==> config.mk <==
export PLATFORM = sky130hd
export DESIGN_NAME = zbt_share_arb
export DESIGN_NICKNAME = d
export VERILOG_FILES = /design/src/rtl/zbt_arb_pkg.sv /design/src/rtl/zbt_arb_ctrl.sv /design/src/rtl/zbt_cmd_mux.sv /design/src/rtl/zbt_rd_track.sv /design/src/rtl/zbt_share_arb.sv
export SDC_FILE = /design/constraint.sdc
export NUM_CORES = 1
export LEC_CHECK = 0
export ABC_AREA = 1
export BUFFER_PORTS_ARGS = -buffer_cell sky130_fd_sc_hd__buf_4
export CAP_MARGIN = 0
export CORE_AREA = 4 4 96 98
export CTS_CLUSTER_SIZE = 10
export DETAILED_ROUTE_END_ITERATION = 10
export DIE_AREA = 0 0 100 102
export GPL_TIMING_DRIVEN = 0
export PLACE_DENSITY = 0.6
export SLEW_MARGIN = 40
export SYNTH_ARGS = -nofsm -noshare
export SYNTH_HDL_FRONTEND = slang
export SYNTH_HIERARCHICAL = 1
export SYNTH_SLANG_ARGS = --single-unit
==> constraint.sdc <==
create_clock -name clk_i -period 1.6 [get_ports clk_i]
set_input_delay 0.24 -clock clk_i [delete_from_list [all_inputs] [get_ports clk_i]]
set_output_delay 0.24 -clock clk_i [all_outputs]
set_load 0.01 [all_outputs]
==> src/rtl/zbt_arb_pkg.sv <==
package zbt_arb_pkg;
  localparam int unsigned N_CLI = 2;

  typedef logic cid_t;

  typedef struct packed {
    logic vld;
    cid_t id;
  } rd_tag_t;
endpackage

==> src/rtl/zbt_arb_ctrl.sv <==
module zbt_arb_ctrl
  import zbt_arb_pkg::*;
#(
  parameter int unsigned MAX_WAIT = 64
) (
  input  logic             clk_i,
  input  logic             rst_ni,
  input  logic [N_CLI-1:0] req_i,
  output logic [N_CLI-1:0] gnt_o
);
  localparam int unsigned WAIT_W = $clog2(MAX_WAIT + 1);
  localparam logic [WAIT_W-1:0] WAIT_LAST = WAIT_W'(MAX_WAIT - 1);

  logic [N_CLI-1:0]  gnt_q, gnt_d;
  cid_t              prio_q, prio_d;
  logic              drain_q, drain_d;
  cid_t              drain_id_q, drain_id_d;
  logic [WAIT_W-1:0] wait_q, wait_d;

  logic busy;
  cid_t own;

  assign busy = |gnt_q;
  assign own  = gnt_q[1];

  always_comb begin
    gnt_d      = gnt_q;
    prio_d     = prio_q;
    drain_d    = drain_q;
    drain_id_d = drain_id_q;
    wait_d     = wait_q;
    if (busy) begin
      if (!req_i[own]) begin
        gnt_d  = '0;
        prio_d = ~own;
        wait_d = '0;
      end else if (req_i[~own]) begin
        if (wait_q == WAIT_LAST) begin
          // withdraw: hold everyone off until the owner lets go
          gnt_d      = '0;
          drain_d    = 1'b1;
          drain_id_d = own;
          prio_d     = ~own;
          wait_d     = '0;
        end else begin
          wait_d = wait_q + 1'b1;
        end
      end else begin
        wait_d = '0;
      end
    end else begin
      wait_d = '0;
      if (!(drain_q && req_i[drain_id_q])) begin
        drain_d = 1'b0;
        if (&req_i) gnt_d = prio_q ? 2'b10 : 2'b01;
        else        gnt_d = req_i;
      end
    end
  end

  always_ff @(posedge clk_i or negedge rst_ni) begin
    if (!rst_ni) begin
      gnt_q      <= '0;
      prio_q     <= 1'b0;
      drain_q    <= 1'b0;
      drain_id_q <= 1'b0;
      wait_q     <= '0;
    end else begin
      gnt_q      <= gnt_d;
      prio_q     <= prio_d;
      drain_q    <= drain_d;
      drain_id_q <= drain_id_d;
      wait_q     <= wait_d;
    end
  end

  assign gnt_o = gnt_q;
endmodule

==> src/rtl/zbt_cmd_mux.sv <==
module zbt_cmd_mux
  import zbt_arb_pkg::*;
#(
  parameter int unsigned AW = 16,
  parameter int unsigned DW = 32
) (
  input  logic [N_CLI-1:0]         gnt_i,
  input  logic [N_CLI-1:0]         req_i,
  input  logic [N_CLI-1:0][AW-1:0] addr_i,
  input  logic [N_CLI-1:0][DW-1:0] wdata_i,
  input  logic [N_CLI-1:0]         we_i,
  output logic                     sram_en_o,
  output logic                     sram_we_o,
  output logic [AW-1:0]            sram_addr_o,
  output logic [DW-1:0]            sram_wdata_o,
  output rd_tag_t                  issue_o
);
  cid_t sel;

  always_comb begin
    sram_en_o    = 1'b0;
    sram_we_o    = 1'b0;
    sram_addr_o  = '0;
    sram_wdata_o = '0;
    sel          = 1'b0;
    for (int i = 0; i < int'(N_CLI); i++) begin
      if (gnt_i[i] && req_i[i]) begin
        sram_en_o    = 1'b1;
        sram_we_o    = we_i[i];
        sram_addr_o  = addr_i[i];
        sram_wdata_o = wdata_i[i];
        sel          = (i == 1);
      end
    end
  end

  assign issue_o.vld = sram_en_o & ~sram_we_o;
  assign issue_o.id  = sel;
endmodule

==> src/rtl/zbt_rd_track.sv <==
module zbt_rd_track
  import zbt_arb_pkg::*;
#(
  parameter int unsigned DW     = 32,
  parameter int unsigned RD_LAT = 4
) (
  input  logic                     clk_i,
  input  logic                     rst_ni,
  input  rd_tag_t                  issue_i,
  input  logic [DW-1:0]            sram_rdata_i,
  output logic [N_CLI-1:0]         rvalid_o,
  output logic [N_CLI-1:0][DW-1:0] rdata_o
);
  localparam int unsigned LAST = RD_LAT - 1;

  rd_tag_t pipe_q [RD_LAT];

  for (genvar s = 0; s < int'(RD_LAT); s++) begin : g_stage
    always_ff @(posedge clk_i or negedge rst_ni) begin
      if (!rst_ni)     pipe_q[s] <= '0;
      else if (s == 0) pipe_q[s] <= issue_i;
      else             pipe_q[s] <= pipe_q[(s == 0) ? 0 : s - 1];
    end
  end

  for (genvar c = 0; c < int'(N_CLI); c++) begin : g_cli
    assign rvalid_o[c] = pipe_q[LAST].vld && (pipe_q[LAST].id == 1'(c));
    assign rdata_o[c]  = rvalid_o[c] ? sram_rdata_i : '0;
  end
endmodule

==> src/rtl/zbt_share_arb.sv <==
module zbt_share_arb
  import zbt_arb_pkg::*;
#(
  parameter int unsigned AW       = 16,
  parameter int unsigned DW       = 32,
  parameter int unsigned RD_LAT   = 4,
  parameter int unsigned MAX_WAIT = 64
) (
  input  logic                     clk_i,
  input  logic                     rst_ni,
  input  logic [N_CLI-1:0]         req_i,
  output logic [N_CLI-1:0]         gnt_o,
  input  logic [N_CLI-1:0][AW-1:0] addr_i,
  input  logic [N_CLI-1:0][DW-1:0] wdata_i,
  input  logic [N_CLI-1:0]         we_i,
  output logic [N_CLI-1:0]         rvalid_o,
  output logic [N_CLI-1:0][DW-1:0] rdata_o,
  output logic                     sram_en_o,
  output logic                     sram_we_o,
  output logic [AW-1:0]            sram_addr_o,
  output logic [DW-1:0]            sram_wdata_o,
  input  logic [DW-1:0]            sram_rdata_i
);
  rd_tag_t issue;

  zbt_arb_ctrl #(.MAX_WAIT(MAX_WAIT)) u_ctrl (
    .clk_i  (clk_i),
    .rst_ni (rst_ni),
    .req_i  (req_i),
    .gnt_o  (gnt_o)
  );

  zbt_cmd_mux #(.AW(AW), .DW(DW)) u_mux (
    .gnt_i        (gnt_o),
    .req_i        (req_i),
    .addr_i       (addr_i),
    .wdata_i      (wdata_i),
    .we_i         (we_i),
    .sram_en_o    (sram_en_o),
    .sram_we_o    (sram_we_o),
    .sram_addr_o  (sram_addr_o),
    .sram_wdata_o (sram_wdata_o),
    .issue_o      (issue)
  );

  zbt_rd_track #(.DW(DW), .RD_LAT(RD_LAT)) u_rd (
    .clk_i        (clk_i),
    .rst_ni       (rst_ni),
    .issue_i      (issue),
    .sram_rdata_i (sram_rdata_i),
    .rvalid_o     (rvalid_o),
    .rdata_o      (rdata_o)
  );
endmodule

# ---- After elaboration in Yosys (flattened, before gate mapping)
# Index checks and enable logic that the tools add are counted.
dict set report classes {
  order_cmp 3
  div 0
  add_sub_neg 1
  n_reduce_logical 11
  muxes 36
  n_eq_ne 9
  n_bitwise 4
  n_shift 0
  n_mul 0
}
# cell count
set op_table {}
lappend op_table {{$mux W32} 4}
lappend op_table {{$mux W16} 2}
lappend op_table {{$mux W7} 4}
lappend op_table {{$mux W1} 19}
lappend op_table {{$mux W2} 7}
lappend op_table {{$ne A2 B2 Y1 const B} 5}
lappend op_table {{$reduce_and A4 Y1} 2}
lappend op_table {{$add A7 B1 Y7 const B} 1}
lappend op_table {{$eq A7 B6 Y1 const B} 1}
lappend op_table {{$lt A1 B2 Y1 const B} 3}
lappend op_table {{$ne A3 B3 Y1 const B} 2}
lappend op_table {{$reduce_and A3 Y1} 2}
lappend op_table {{$logic_and A1 B1 Y1} 5}
lappend op_table {{$not A1 Y1} 3}
lappend op_table {{$ne A2 B1 Y1 const B} 1}
lappend op_table {{$reduce_and A2 Y1} 1}
lappend op_table {{$reduce_or A2 Y1} 1}
lappend op_table {{$and A1 B1 Y1} 1}
dict set report word_totals {
  latchBits 0
  output_inout_bits 118
  in_bits 134
  memories 0
  reg_bits 20
  ram_bits 0
  romBits 0
}

# ---- Longest topological paths before layout
dict set report depth {
  depth_word 6
  mapped_depth 8
  mapped_depth_nobuf 8
}

# ---- Cells and area by module
# The synthesis kept the hierarchy.
# mod cells_per_inst area_per_inst_um2 seq_area_each_um2 instances
set by_module_without_submodules {}
lappend by_module_without_submodules {zbt_cmd_mux 172 752.0 0.0 1}
lappend by_module_without_submodules {zbt_arb_ctrl 83 634.4 300.3 1}
lappend by_module_without_submodules {zbt_rd_track 115 616.8 200.2 1}

# ---- Least setup slack after synthesis
# No wires, ideal clock.
dict set report synth_path {
  path_type {reg-to-output}
  start {register u_ctrl.gnt_q[1], in the netlist u_ctrl/gnt_o[1]}
  end {output sram_addr_o[0]}
  setup_slack_ps 251
  t_required_ps 1360
  n_path_buf 2
  stages_incl_launch_ff 7
  t_arrival_ps 1109
  cell_sequence {dfrtp_1 nand2_2 inv_2 buf_4 buf_6 nand2_1 nand2_1}
}
dict set report synth_between {
  elab_chain_len 2
}
# element line_no
set synth_rtl {}
lappend synth_rtl {{start, declared} zbt_arb_ctrl.sv:14} ;# logic [N_CLI-1:0] gnt_q, gnt_d;
lappend synth_rtl {{start signal, assigned} zbt_arb_ctrl.sv:69} ;# gnt_q <= gnt_d;
lappend synth_rtl {{$logic_and A1 B1 Y1} zbt_cmd_mux.sv:27} ;# if (gnt_i[i] && req_i[i]) begin
lappend synth_rtl {{$mux W16} zbt_cmd_mux.sv:27}
lappend synth_rtl {{end, declared} zbt_share_arb.sv:20} ;# output logic [AW-1:0] sram_addr_o,
# Every way passes these cells.

# ---- Worst setup path after layout
dict set report layout_path {
  start {register u_ctrl.gnt_q[1], in the netlist u_ctrl/gnt_o[1]}
  end {output sram_we_o}
}
dict set report layout_between {
  elab_chain_len 2
}
# element line_no
set layout_rtl {}
lappend layout_rtl {{$logic_and A1 B1 Y1} zbt_cmd_mux.sv:27}
lappend layout_rtl {{$mux W1} zbt_cmd_mux.sv:27}
lappend layout_rtl {{end, declared} zbt_share_arb.sv:19} ;# output logic sram_we_o,
# Every way passes these cells.

==> impl_metrics.py <==
metrics = {
    "outcome": {
        "outcome": "completed",
    },
    "setup_path": {
        "end_kind": "output pin",
        "arrival_ps": 1350,
        "timing.rr.start": "u_ctrl/wait_q[0]",
        "crit_path_max_fanout": 10,
        "required_ps": 1360,
        "start_kind": "register",
        "crit_start": "u_ctrl/gnt_o[1]",
        "critPathKind": "reg -> out",
    },
    "clock_network": {
        "clkTransAtPathRegs_ps": 70,
        "cts_tree": "built",
        "cts_max_level": 1,
        "clock_latency_ps": 260,
        "cts_sinks": 20,
        "cts_max_path_buffers": 2,
        "clockRootBuffer": "clkbuf_8",
        "cts_buffers": 3,
    },
    "global_route": {
        "grt_pass1_wl_um": 15100,
        "grt_pass1_vias": 3195,
        "grt-ovfl-total": 0,
        "grt_usage_pct": 18.2,
        "antenna_found_initial": 0,
        "grt_max_degree": 21,
    },
    "finish": {
        "stdcell_area_um2": 4540,
        "final_cells": 740,
        "nFillCells": 849,
        "drive_above_1_share_pct": 52.8,
        "final_common_cell": "buf_4",
        "fin_nets": 768,
        "final_cell_mix": "buf_4 (234), nand2_1 (111), nor2_1 (73), inv_1 (46), nand3_1 (36)",
        "fin_util_pct": 53.6,
        "area_growth_pct": 126,
        "antennaDiodeCount": 0,
    },
    "power": {
        "power_density_nw_per_um2": 978,
        "p_leak_nw": 2.72,
        "peakVddDrop_mv": 0.452,
        "power.total_mw": 4.44,
    },
    "place": {
        "place_ws_ps": -47.4,
        "gp_congestion": 0.929,
        "dp_hpwl_um": 8680,
        "dpl-instance-area_um2": 4020,
        "post-place-cells": 729,
        "numPortBuffers": 251,
    },
    "drt": {
        "drtPass1Iterations": 4,
        "drtAntennaViolNets": 0,
        "drtIter0Drc": 119,
        "drcViolationCount": 0,
        "detail_route.wl_per_cell_um": 14.1,
        "vias": 3291,
        "drt-total-wl_um": 10400,
        "viasPerCell": 4.45,
    },
    "sta": {
        "max_freq_mhz": 630,
        "holdWs_ps": 258,
        "skew_ps": 2.36,
        "worst_pin_slew_ps": 315,
        "fin_setup_tns_ps": 0,
        "rsz0062_at_grt": "yes",
        "period_minus_slack_ps": 1590,
        "setup_viol": 0,
        "finalMaxSlewViolations": 0,
        "slew_headroom_pct": 78.9,
        "fin_ws_ps": 13.5,
        "min_period_over_period_pct": 99.2,
        "hold_viol": 0,
    },
    "synthesis": {
        "yosys_warnings": 6,
        "yosysTopAreaCellShare_pct": 25.0,
        "synth-seq-cells": 20,
        "syn_area_per_cell_um2": 5.41,
        "yosysTopAreaCell": "dfrtp_1",
        "synth_cell_types": 21,
        "synth_area_leaders": "dfrtp_1 (25%), nand2_1 (24%), nand3_1 (14%)",
        "netlist_area_um2": 2000,
        "synth-seq-area-share_pct": 25.0,
        "syn_inst": 370,
        "syn_nets": 505,
    },
    "floorplanning": {
        "start_util_pct": 23.7,
        "die-height_um": 102,
        "die_area_um2": 10200,
        "core_area_um2": 8470,
        "fp.dieW_um": 100,
        "rows": 34,
        "ios": 252,
    },
    "job": {
        "maxCapViolations": 0,
    },
    "min_path": {
        "worstHoldStart": "we_i[1]",
        "hold_class": "in -> reg",
    },
}
-- cells in the mapped netlist --
| cell type | number |
|---|---|
| buf_2 | 12 |
| nand4_1 | 2 |
| buf_4 | 8 |
| xor2_1 | 1 |
| nand3_1 | 58 |
| o21ai_0 | 3 |
| dfrtp_1 | 20 |
| and2_1 | 1 |
| inv_2 | 2 |
| a21oi_4 | 1 |
| nand2_2 | 2 |
| buf_1 | 1 |
| a31oi_1 | 1 |
| a21oi_1 | 2 |
| xnor2_1 | 2 |
| nand2_1 | 130 |
| inv_1 | 46 |
| nand3_2 | 1 |
| buf_6 | 1 |
| ha_1 | 1 |
| nor2_1 | 75 |
-- repair_timing --
| action | in CTS | in global routing |
|---|---|---|
| pin swaps | 3 | 17 |
| resized for setup | 18 | 88 |
| hold endpoints to repair | 20 | 0 |
| gates cloned | 3 | 0 |
| hold buffers | 1 | 0 |
| endpoints found under the setup margin | 50 | 55 |
| buffers inserted | 4 | 0 |
-- registers in the layout (all words and copies together), names as in the netlist --
name / cells
u_ctrl/drain_id_q: 1
u_ctrl/drain_q: 1
u_ctrl/gnt_o: 2
u_ctrl/prio_q: 1
u_ctrl/wait_q: 7
u_rd/pipe_q: 8
-- worst max-delay path, cell delays in order, from the launching register on --
cell,delay [ps]
dfrtp_2,440
nand2_4,100
buf_4,180
nand2_1,80
and2_1,140
buf_4,150
-- cell families after synthesis --
kind of cell	share of synthesized area, %
xor+xnor	1.31
compound gates	2.37
buf+inv	15.7
fa+ha+maj	0.625
simple gates	55.0
flops	25.0
-- layout make-up --
type | count | area, um^2 | share of cell area [%]
Buffer | 21 | 195 | 4.30
Inverter | 48 | 183 | 4.03
Clock buffer | 3 | 41.3 | 0.910
Clock inverter | 1 | 30.0 | 0.662
Sequential cell | 20 | 503 | 11.1
Multi-Input combinational cell | 280 | 1370 | 30.2
Tap cell | 108 | 135 | 2.98
Timing Repair Buffer | 259 | 2080 | 45.9
-- layer usage --
layer | vias up | GRT usage [%] | share of wire, %
met1 | 1448 | 19.6 | 34
li1 | 1639 | - | -
met3 | 23 | 6.69 | 13
met4 | 0 | 6.84 | 3.3
met5 | - | 0 | 0
met2 | 181 | 32.6 | 50
-- report_power, final --
part	internal, mW	switching, mW
clock network	0.334	0.167
logic	1.57	1.68
registers	0.621	0.0669
total	2.53	1.91
-- final timing paths --
| path | end | slack (ps) | cells past startpoint |
|---|---|---|---|
| setup / recovery | sram_we_o | 10 | 5 |
| hold / removal | u_rd/pipe_q[7] | 260 | 4 |
| setup reg to reg | u_ctrl/gnt_o[1] | 120 | 8 |
| hold reg to reg | u_rd/pipe_q[4] | 350 | 0 |
| max in group asynchronous | u_ctrl/gnt_o[1] | 980 | 2 |
| min in group asynchronous | u_rd/pipe_q[6] | 390 | 2 |
Note: power is estimated with default switching activity, not from simulation.
